===== src/rtl/eprom_rd_pkg.sv =====
package eprom_rd_pkg;

  typedef enum logic [1:0] {
    ST_IDLE   = 2'd0,
    ST_ACCESS = 2'd1,
    ST_FLOAT  = 2'd2
  } rd_state_t;

  // Round a delay in ns up to whole clock cycles.
  function automatic int unsigned ns_to_cyc(input int unsigned ns, input int unsigned per_ns);
    return (ns + per_ns - 1) / per_ns;
  endfunction

  function automatic int unsigned max2(input int unsigned a, input int unsigned b);
    return (a > b) ? a : b;
  endfunction

  // Cycles from the chip-select edge to the capture edge.
  function automatic int unsigned access_cycles(input int unsigned acc_ns,
                                                input int unsigned ce_ns,
                                                input int unsigned oe_ns,
                                                input int unsigned oe_lag,
                                                input int unsigned per_ns);
    int unsigned w;
    w = max2(ns_to_cyc(acc_ns, per_ns), ns_to_cyc(ce_ns, per_ns));
    w = max2(w, oe_lag + ns_to_cyc(oe_ns, per_ns));
    return max2(w, 1);
  endfunction

  // Cycles the bus is left to float after the enables are released.
  function automatic int unsigned float_cycles(input int unsigned off_ns, input int unsigned per_ns);
    return max2(ns_to_cyc(off_ns, per_ns), 1);
  endfunction

endpackage


===== src/rtl/eprom_rd_timer.sv =====
module eprom_rd_timer #(
  parameter int          CNT_W = 5,
  parameter int unsigned LAST  = 1
) (
  input  logic             clk,
  input  logic             rst_n,
  input  logic             run,
  output logic [CNT_W-1:0] cnt,
  output logic             hit
);

  localparam logic [CNT_W-1:0] LAST_V = CNT_W'(LAST);

  assign hit = run && (cnt == LAST_V);

  always_ff @(posedge clk) begin
    if (!rst_n)          cnt <= '0;
    else if (!run || hit) cnt <= '0;
    else                 cnt <= cnt + 1'b1;
  end

  AST_TIMER_BOUND: assert property (@(posedge clk) disable iff (!rst_n)
    cnt <= LAST_V);

endmodule


===== src/rtl/eprom_rd_seq.sv =====
module eprom_rd_seq
  import eprom_rd_pkg::*;
(
  input  logic      clk,
  input  logic      rst_n,
  input  logic      req,
  input  logic      acc_hit,
  input  logic      flt_hit,
  output rd_state_t state,
  output logic      accept,
  output logic      capture
);

  rd_state_t state_nx;

  assign accept  = (state == ST_IDLE) && req;
  assign capture = (state == ST_ACCESS) && acc_hit;

  always_comb begin
    state_nx = state;
    unique case (state)
      ST_IDLE:   if (req)     state_nx = ST_ACCESS;
      ST_ACCESS: if (acc_hit) state_nx = ST_FLOAT;
      ST_FLOAT:  if (flt_hit) state_nx = ST_IDLE;
      default:                state_nx = ST_IDLE;
    endcase
  end

  always_ff @(posedge clk) begin
    if (!rst_n) state <= ST_IDLE;
    else        state <= state_nx;
  end

  AST_FLOAT_NOT_TO_ACCESS: assert property (@(posedge clk) disable iff (!rst_n)
    (state == ST_FLOAT) |=> (state != ST_ACCESS));

  AST_ACCESS_FROM_ACCEPT: assert property (@(posedge clk) disable iff (!rst_n)
    $rose(state == ST_ACCESS) |-> $past(accept));

endmodule


===== src/rtl/eprom_rd_capture.sv =====
module eprom_rd_capture #(
  parameter int DATA_W = 8
) (
  input  logic              clk,
  input  logic              rst_n,
  input  logic              capture,
  input  logic [DATA_W-1:0] din,
  output logic [DATA_W-1:0] dout,
  output logic              valid
);

  always_ff @(posedge clk) begin
    if (!rst_n) begin
      dout  <= '0;
      valid <= 1'b0;
    end else begin
      valid <= capture;
      if (capture) dout <= din;
    end
  end

  AST_DATA_HOLD: assert property (@(posedge clk) disable iff (!rst_n)
    (!capture && $past(rst_n)) |=> $stable(dout));

endmodule


===== src/rtl/eprom_rd_ctrl.sv =====
module eprom_rd_ctrl
  import eprom_rd_pkg::*;
#(
  parameter int          ADDR_W     = 13,
  parameter int          DATA_W     = 8,
  parameter int unsigned CLK_NS     = 10,
  parameter int unsigned T_ACC_NS   = 200,
  parameter int unsigned T_CE_NS    = 200,
  parameter int unsigned T_OE_NS    = 100,
  parameter int unsigned T_OFF_NS   = 50,
  parameter int unsigned OE_LAG_CYC = 5
) (
  input  logic              clk,
  input  logic              rst_n,
  input  logic              req,
  input  logic [ADDR_W-1:0] req_addr,
  output logic              ready,
  output logic [DATA_W-1:0] rd_data,
  output logic              rd_valid,
  output logic [ADDR_W-1:0] mem_addr,
  output logic              mem_ce_n,
  output logic              mem_oe_n,
  input  logic [DATA_W-1:0] mem_dq
);

  localparam int unsigned WAIT_CYC  = access_cycles(T_ACC_NS, T_CE_NS, T_OE_NS, OE_LAG_CYC, CLK_NS);
  localparam int unsigned FLOAT_CYC = float_cycles(T_OFF_NS, CLK_NS);
  localparam int          CNT_W     = $clog2(max2(max2(WAIT_CYC, FLOAT_CYC), OE_LAG_CYC) + 1);
  localparam logic [CNT_W-1:0] LAG_V = CNT_W'(OE_LAG_CYC);

  rd_state_t         state;
  logic              accept, capture;
  logic              acc_run, flt_run, acc_hit, flt_hit;
  logic [CNT_W-1:0]  acc_cnt, flt_cnt;
  logic [ADDR_W-1:0] addr_q;

  eprom_rd_seq u_seq (
    .clk     (clk),
    .rst_n   (rst_n),
    .req     (req),
    .acc_hit (acc_hit),
    .flt_hit (flt_hit),
    .state   (state),
    .accept  (accept),
    .capture (capture)
  );

  assign acc_run = (state == ST_ACCESS);
  assign flt_run = (state == ST_FLOAT);

  eprom_rd_timer #(.CNT_W(CNT_W), .LAST(WAIT_CYC - 1)) u_acc_tmr (
    .clk   (clk),
    .rst_n (rst_n),
    .run   (acc_run),
    .cnt   (acc_cnt),
    .hit   (acc_hit)
  );

  eprom_rd_timer #(.CNT_W(CNT_W), .LAST(FLOAT_CYC - 1)) u_flt_tmr (
    .clk   (clk),
    .rst_n (rst_n),
    .run   (flt_run),
    .cnt   (flt_cnt),
    .hit   (flt_hit)
  );

  eprom_rd_capture #(.DATA_W(DATA_W)) u_cap (
    .clk     (clk),
    .rst_n   (rst_n),
    .capture (capture),
    .din     (mem_dq),
    .dout    (rd_data),
    .valid   (rd_valid)
  );

  always_ff @(posedge clk) begin
    if (!rst_n)      addr_q <= '0;
    else if (accept) addr_q <= req_addr;
  end

  assign ready    = (state == ST_IDLE);
  assign mem_addr = addr_q;
  assign mem_ce_n = !acc_run;
  assign mem_oe_n = !(acc_run && (acc_cnt >= LAG_V));

  AST_OE_NEEDS_CE: assert property (@(posedge clk) disable iff (!rst_n)
    !mem_oe_n |-> !mem_ce_n);

  AST_VALID_ONE_CYCLE: assert property (@(posedge clk) disable iff (!rst_n)
    rd_valid |=> !rd_valid);

  AST_ENABLES_OFF_AT_VALID: assert property (@(posedge clk) disable iff (!rst_n)
    rd_valid |-> (mem_ce_n && mem_oe_n));

  AST_ADDR_STABLE: assert property (@(posedge clk) disable iff (!rst_n)
    (!mem_ce_n && $past(!mem_ce_n) && $past(rst_n)) |-> $stable(mem_addr));

  AST_BUSY_NO_ACCEPT: assert property (@(posedge clk) disable iff (!rst_n)
    (!ready && $past(rst_n)) |=> $stable(mem_addr));

  AST_READY_IN_STANDBY: assert property (@(posedge clk) disable iff (!rst_n)
    ready |-> (mem_ce_n && mem_oe_n));

endmodule


===== config.mk =====
export PLATFORM = sky130hd
export DESIGN_NAME = eprom_rd_ctrl
export DESIGN_NICKNAME = d
export VERILOG_FILES = /design/src/rtl/eprom_rd_pkg.sv /design/src/rtl/eprom_rd_timer.sv /design/src/rtl/eprom_rd_seq.sv /design/src/rtl/eprom_rd_capture.sv /design/src/rtl/eprom_rd_ctrl.sv
export SDC_FILE = /design/constraint.sdc
export NUM_CORES = 1
export LEC_CHECK = 0
export BUFFER_PORTS_ARGS = -buffer_cell sky130_fd_sc_hd__buf_2
export CORE_MARGIN = 4
export CORE_UTILIZATION = 49
export DETAILED_ROUTE_END_ITERATION = 8
export GPL_TIMING_DRIVEN = 0
export PLACE_DENSITY = 0.82
export SLEW_MARGIN = 25
export SYNTH_ARGS = -nofsm -noshare
export SYNTH_HDL_FRONTEND = slang
export SYNTH_SLANG_ARGS = --single-unit
export TNS_END_PERCENT = 20

===== constraint.sdc =====
create_clock -name clk -period 2.4 [get_ports clk]
set_clock_uncertainty 0.05 [all_clocks]
set_input_delay 0.12 -clock clk [delete_from_list [all_inputs] [get_ports clk]]
set_output_delay 0.12 -clock clk [all_outputs]
set_load 0.05 [all_outputs]

# ---- Yosys cells after proc, flatten, opt, wreduce, memory -nomap -nowiden
# Cells that the tools add are included.
dict set report totals {
  register_bits 34
  latchBits 0
  mem_bits_rw 0
  rom_bits 0
  in_bits 24
  wordCells 35
  mem_count 0
}
dict set report classes {
  n_addsub 2
  mul 0
  n_div 0
  magnitude_cmp 1
  n_eq_ne 7
  shift 0
  n_mux 4
  bitwise 1
  reduce_logical 14
}
# operator n
set ops {}
lappend ops {{5-bit by 1-bit adder with 5-bit output, second input constant} 2}
lappend ops {{2-bit 2-to-1 mux} 3}
lappend ops {{2-bit one-hot mux with 3 select lines} 1}
lappend ops {{5-bit by 3-bit == test with 1-bit output, second input constant} 1}
lappend ops {{5-bit == test, second input constant} 1}
lappend ops {{5-bit by 3-bit greater-or-equal comparator with 1-bit output, second input constant} 1}
lappend ops {{1-bit logical AND} 5}
lappend ops {{2-bit inequality test, second input constant} 2}
lappend ops {{2-bit OR reduction} 2}
lappend ops {{1-bit logical NOT} 3}
lappend ops {{3-bit AND reduction} 1}
lappend ops {{2-bit by 1-bit == test with 1-bit output, second input constant} 1}
lappend ops {{2-bit == test, second input constant} 1}
lappend ops {{2-bit logical NOT} 1}
lappend ops {{1-bit logical OR} 2}
lappend ops {{2-bit by 1-bit inequality test with 1-bit output, second input constant} 1}
lappend ops {{1-bit NOT} 1}

# ---- Depth between registers and ports, before layout
dict set report depth {
  depth_word 4
  depth_mapped 5
}

# ---- Hierarchy
# From an unflattened synthesis, not the netlist that was laid out.
dict set report unflattened {
  cells_unflattened 128
  hier_area_um2 1413.9
}
# mod instances cells_per_inst area_each_um2 seq_area_each_um2
set modules_own_cells {}
lappend modules_own_cells {eprom_rd_ctrl 1 48 541.8 260.2}
lappend modules_own_cells {eprom_rd_capture 1 27 329.1 180.2}
lappend modules_own_cells {{eprom_rd_timer at u_flt_tmr} 1 23 231.5 100.1}
lappend modules_own_cells {{eprom_rd_timer at u_acc_tmr} 1 20 211.5 100.1}
lappend modules_own_cells {eprom_rd_seq 1 10 100.1 40.0}

# ---- Worst setup path before layout
# OpenSTA, ideal clock, no wires.
dict set report synth_path {
  kind {flip-flop to output port}
  start {register u_seq.state[1]}
  end {output mem_oe_n}
  arrival_time_ps 1328
  slack_ps 902
  path_stages_with_launch 3
  path_buffers 0
  path_cell_list {dfxtp_1 nand2b_1 a21o_1}
}
dict set report synth_via {
  elab_chain_cells 3
}
# element line_no
set synth_rtl {}
lappend synth_rtl {{from (decl)} eprom_rd_seq.sv:9} ;# output rd_state_t state,
lappend synth_rtl {{from (signal assigned)} eprom_rd_seq.sv:31} ;# else state <= state_nx;
lappend synth_rtl {{2-bit by 1-bit == test with 1-bit output} eprom_rd_ctrl.sv:48} ;# assign acc_run = (state == ST_ACCESS);
lappend synth_rtl {{1-bit logical AND} eprom_rd_ctrl.sv:84} ;# assign mem_oe_n = !(acc_run && (acc_cnt >= LAG_V));
lappend synth_rtl {{1-bit logical NOT} eprom_rd_ctrl.sv:84}
lappend synth_rtl {{to (decl)} eprom_rd_ctrl.sv:22} ;# output logic mem_oe_n,
# Every way passes these cells.

# ---- Final worst setup path
dict set report layout_path {
  start {register u_acc_tmr.cnt[1]}
  end {output mem_oe_n}
}
dict set report layout_via {
  elab_chain_cells 3
}
# element line_no
set layout_rtl {}
lappend layout_rtl {{from (decl)} eprom_rd_timer.sv:8} ;# output logic [CNT_W-1:0] cnt,
lappend layout_rtl {{from (signal assigned)} eprom_rd_timer.sv:19} ;# else cnt <= cnt + 1'b1;
lappend layout_rtl {{5-bit by 3-bit greater-or-equal comparator with 1-bit output} eprom_rd_ctrl.sv:84}
lappend layout_rtl {{1-bit logical AND} eprom_rd_ctrl.sv:84}
lappend layout_rtl {{1-bit logical NOT} eprom_rd_ctrl.sv:84}
# Every way passes these cells.

==> key figures <==
Status
  • Outcome: complete, no violations

Floorplanning
  • Core Region: 2734 um^2
  • Die Outline Area: 3762 um^2
  • DIE WIDTH: 61.34 um
  • Initial cell density of the core: 50.98%
  • Num rows: 19
  • Number of placed I/O pins: 49
  • Die H: 61.34 um

CTS
  • Post-cts repair resize count: 0
  • H-tree depth: 2
  • Clock Sinks: 34
  • Clock tree from TritonCTS: yes
  • Source-to-sink clock delay at the later pin of the worst-skew pair: between 0.3 and 0.4 ns
  • Number of clock buffers inserted by TritonCTS: 5
  • Post-CTS clock slew at the launch and capture registers of the worst setup and hold paths: ~0.10 ns
  • Maximum number of buffers from clock root to sink: 2
  • Cell at the root of the clock tree: clkbuf_4

Pwr
  • Power per standard cell area: ~560 nW/um^2
  • Leakage component of the power: 0.8615 nW
  • Maximum VDD drop: ~0.57 mV

GRT
  • Initial antenna violation count: 0
  • Global-route wire length before repair: just under 5000 um
  • GRT Overall Usage: a little under a fifth
  • Leftover overflow at the end of global routing: 0
  • Via count of the first global-routing pass: around 1200
  • Pin count of the biggest net entering global routing: 12

Synthesis
  • Share of synthesized area occupied by flip-flops and latches: 48.83%
  • Unique masters post-synth: 28
  • Share of the synthesized area in the top cell type: between 40% and 50%
  • Yosys synthesis warning count: 0
  • Async S/R FF share, synth: 0%
  • Cell taking the most area after synthesis: dfxtp_1
  • Syn Nets: between 150 and 200
  • Netlist area before placement: ~1400 um^2
  • Main synth FF type: dfxtp_1
  • Post-synthesis cell count: about 150
  • Syn Area/Cell: just over 9 um^2
  • Number of synthesized flops with an enable pin: 0
  • Number of synthesized register bits: 34
  • Top area cells in the synthesized netlist: dfxtp_1 49%, nand2_1 12%, mux2i_1 6.5%, a21boi_1 5.4%, ha_1 3.6%

Critical path
  • Arrival time at the worst endpoint: about 1.5 ns
  • Largest stage delay on the critical path: approximately 0.38 ns
  • CP bufs+invs: 2
  • Gate family responsible for the most delay along the worst path: flip-flops
  • Slowest-stage cell, CP: dfxtp_1
  • Startpoint class of the critical path: register
  • Type of element capturing the critical path: primary output
  • Required @ worst endpoint: between 2 and 2.5 ns
  • Cell chain of the critical path: inv_1 > ha_1 > o31ai_1 > a21o_1 > buf_2
  • Crit Path Max Fanout: 4
  • Class of the most critical setup path: register to primary output

STA
  • Count of pins over their slew limit: 0
  • Max Clock Freq: 590.0 MHz
  • Share of the clock period used by the worst path after layout: a little over 70%
  • Post-route setup TNS: 0 ns
  • Least-Margin Pin Slew: 0.3890 ns
  • Endpoints failing setup: 0
  • Hold violation total from the final report: 0
  • Shortest clock period the worst path allows after layout: between 1.5 and 2 ns
  • Slew headroom: between 70% and 80%
  • RSZ-0062 raised after global routing: no

Layout
  • Most frequent standard cell in the layout excluding fill and tap cells: buf_2
  • Final Instance Area: slightly below 2000 um^2
  • Count of antenna diodes in the layout: 0
  • Commonest cells after routing, fill and taps aside: 49 x buf_2, 46 x nand2_1, 34 x dfxtp_1
  • Area added between synthesis and finish: 38.69%
  • Share of cells above drive strength 1: 26.75%
  • Final layout net count: 255

Worst hold path
  • Worst min-delay path class: input port to register

Drt
  • Number of vias in the routed layout: approximately 1300
  • Post-DR wirelength/cell: about 12 um
  • Total Wirelength: 3022 um
  • Detailed-router iteration count before antenna repair: 4
  • Number of routed nets with antenna violations: 0
  • Remaining routing DRC violations: 0
  • DR vias/cell: ~5
  • Number of DRC markers in iteration 0: 41

Place
  • Total half-perimeter wirelength after legalization and detailed placement: approximately 2200 um
  • Placed Instance Area: 1668 um^2
  • Port Buf Inserts: 47
  • Routability congestion estimate: about 0.84

Flow run
  • Reported max-cap violation count: 0
==> path summary, 6_finish.rpt <==
kind                                  startpoint             to  slack (ns)  depth (start not counted)
worst min-delay path                       rst_n  u_cap.dout[1]        0.05                          3
worst max-delay path            u_acc_tmr.cnt[1]       mem_oe_n        0.71                          5
worst min register to register       mem_addr[2]    mem_addr[2]        0.40                          2
worst max register to register  u_acc_tmr.cnt[0]  u_cap.dout[7]        0.90                          4
==> what timing repair did <==
item | in CTS | in global routing
endpoints found under the hold margin | 21 | 0
setup buffers | 0 | 0
hold buffers | 21 | 0
==> metal layers <==
| metal | global-route usage, % | vias to the layer above | part of all wire (%) |
|---|---|---|---|
| li1 | - | 648 | - |
| met1 | 19.10 | 565 | 40 |
| met2 | 31.27 | 45 | 50 |
| met3 | 8.595 | 2 | 9.2 |
| met4 | 6.364 | 0 | 0.60 |
| met5 | 0 | - | 0 |
==> report_power, final <==
| group | internal, W | total (W) | leakage, nW | switching, W |
|---|---|---|---|---|
| Sequential | 0.000582 | 0.000593 | 0.276 | 0.0000115 |
| Combinational | 0.0000715 | 0.000190 | 0.553 | 0.000119 |
| Clock | 0.000115 | 0.000303 | 0.0322 | 0.000188 |
==> worst reg2reg max path: cells and delay by family, from the launching register on <==
kind,cells,cell delay [ns]
fa+ha+maj,1,0.30
simple gates,2,0.46
mux,1,0.23
flops,1,0.41
==> synth_stat cells (all sizes together) (2+ instances only) <==
cell type  number
inv             3
nor2           12
nand2          46
mux2i           9
dfxtp          34
a21o            2
xor2            3
buf             3
ha              4
and2            2
nand3b          2
nand3           3
xnor2           2
clkbuf          3
nand2b          2
a21boi         13
==> cell type report <==
type / count / area, um^2
flip-flops and latches: 34 / 680.7
repair buffers: 68 / 445.4
fillers: 207 / 800.8
plain buffers: 6 / 28.78
clock inverters: 2 / 13.76
multi-input cells: 109 / 673.1
inverters: 3 / 11.26
clock buffers: 6 / 41.29
well taps: 31 / 38.79
==> cells by family (layout without fill, tap and decap cells) <==
group,after synthesis,count (layout),share of synthesized area [%]
xor gates and xnor gates,5,5,3.142
adders and majority gates,4,4,3.591
DFF,34,34,48.83
muxes,9,9,6.463
AOI/OAI and AO/OA,18,18,9.694
and+or+nand+nor,73,73,25.40
buffers and inverters,9,85,2.873
==> flip-flops by register name, summed over array words and instances (netlist names) <==
signal,flops
u_cap.dout,8
u_flt_tmr.cnt,5
u_acc_tmr.cnt,5
u_cap.valid,1
mem_addr,13
u_seq.state,2
==> stage by stage <==
step	power [W]	setup slack (ns)	hold slack, ns	utilization [%]	instances
global placement	0.0007663	0.9560	0.3114	61.01	230
floorplan	0.0007218	0.9024	0.2049	-	152
finish	0.001087	0.7052	0.04988	70.71	259
global route	0.001145	0.5881	0.03806	70.71	259
detailed placement	0.0007713	0.9141	0.3140	61.01	230
CTS	0.001105	0.6799	0.02892	70.71	259
Power figures use the tool's default switching activity.
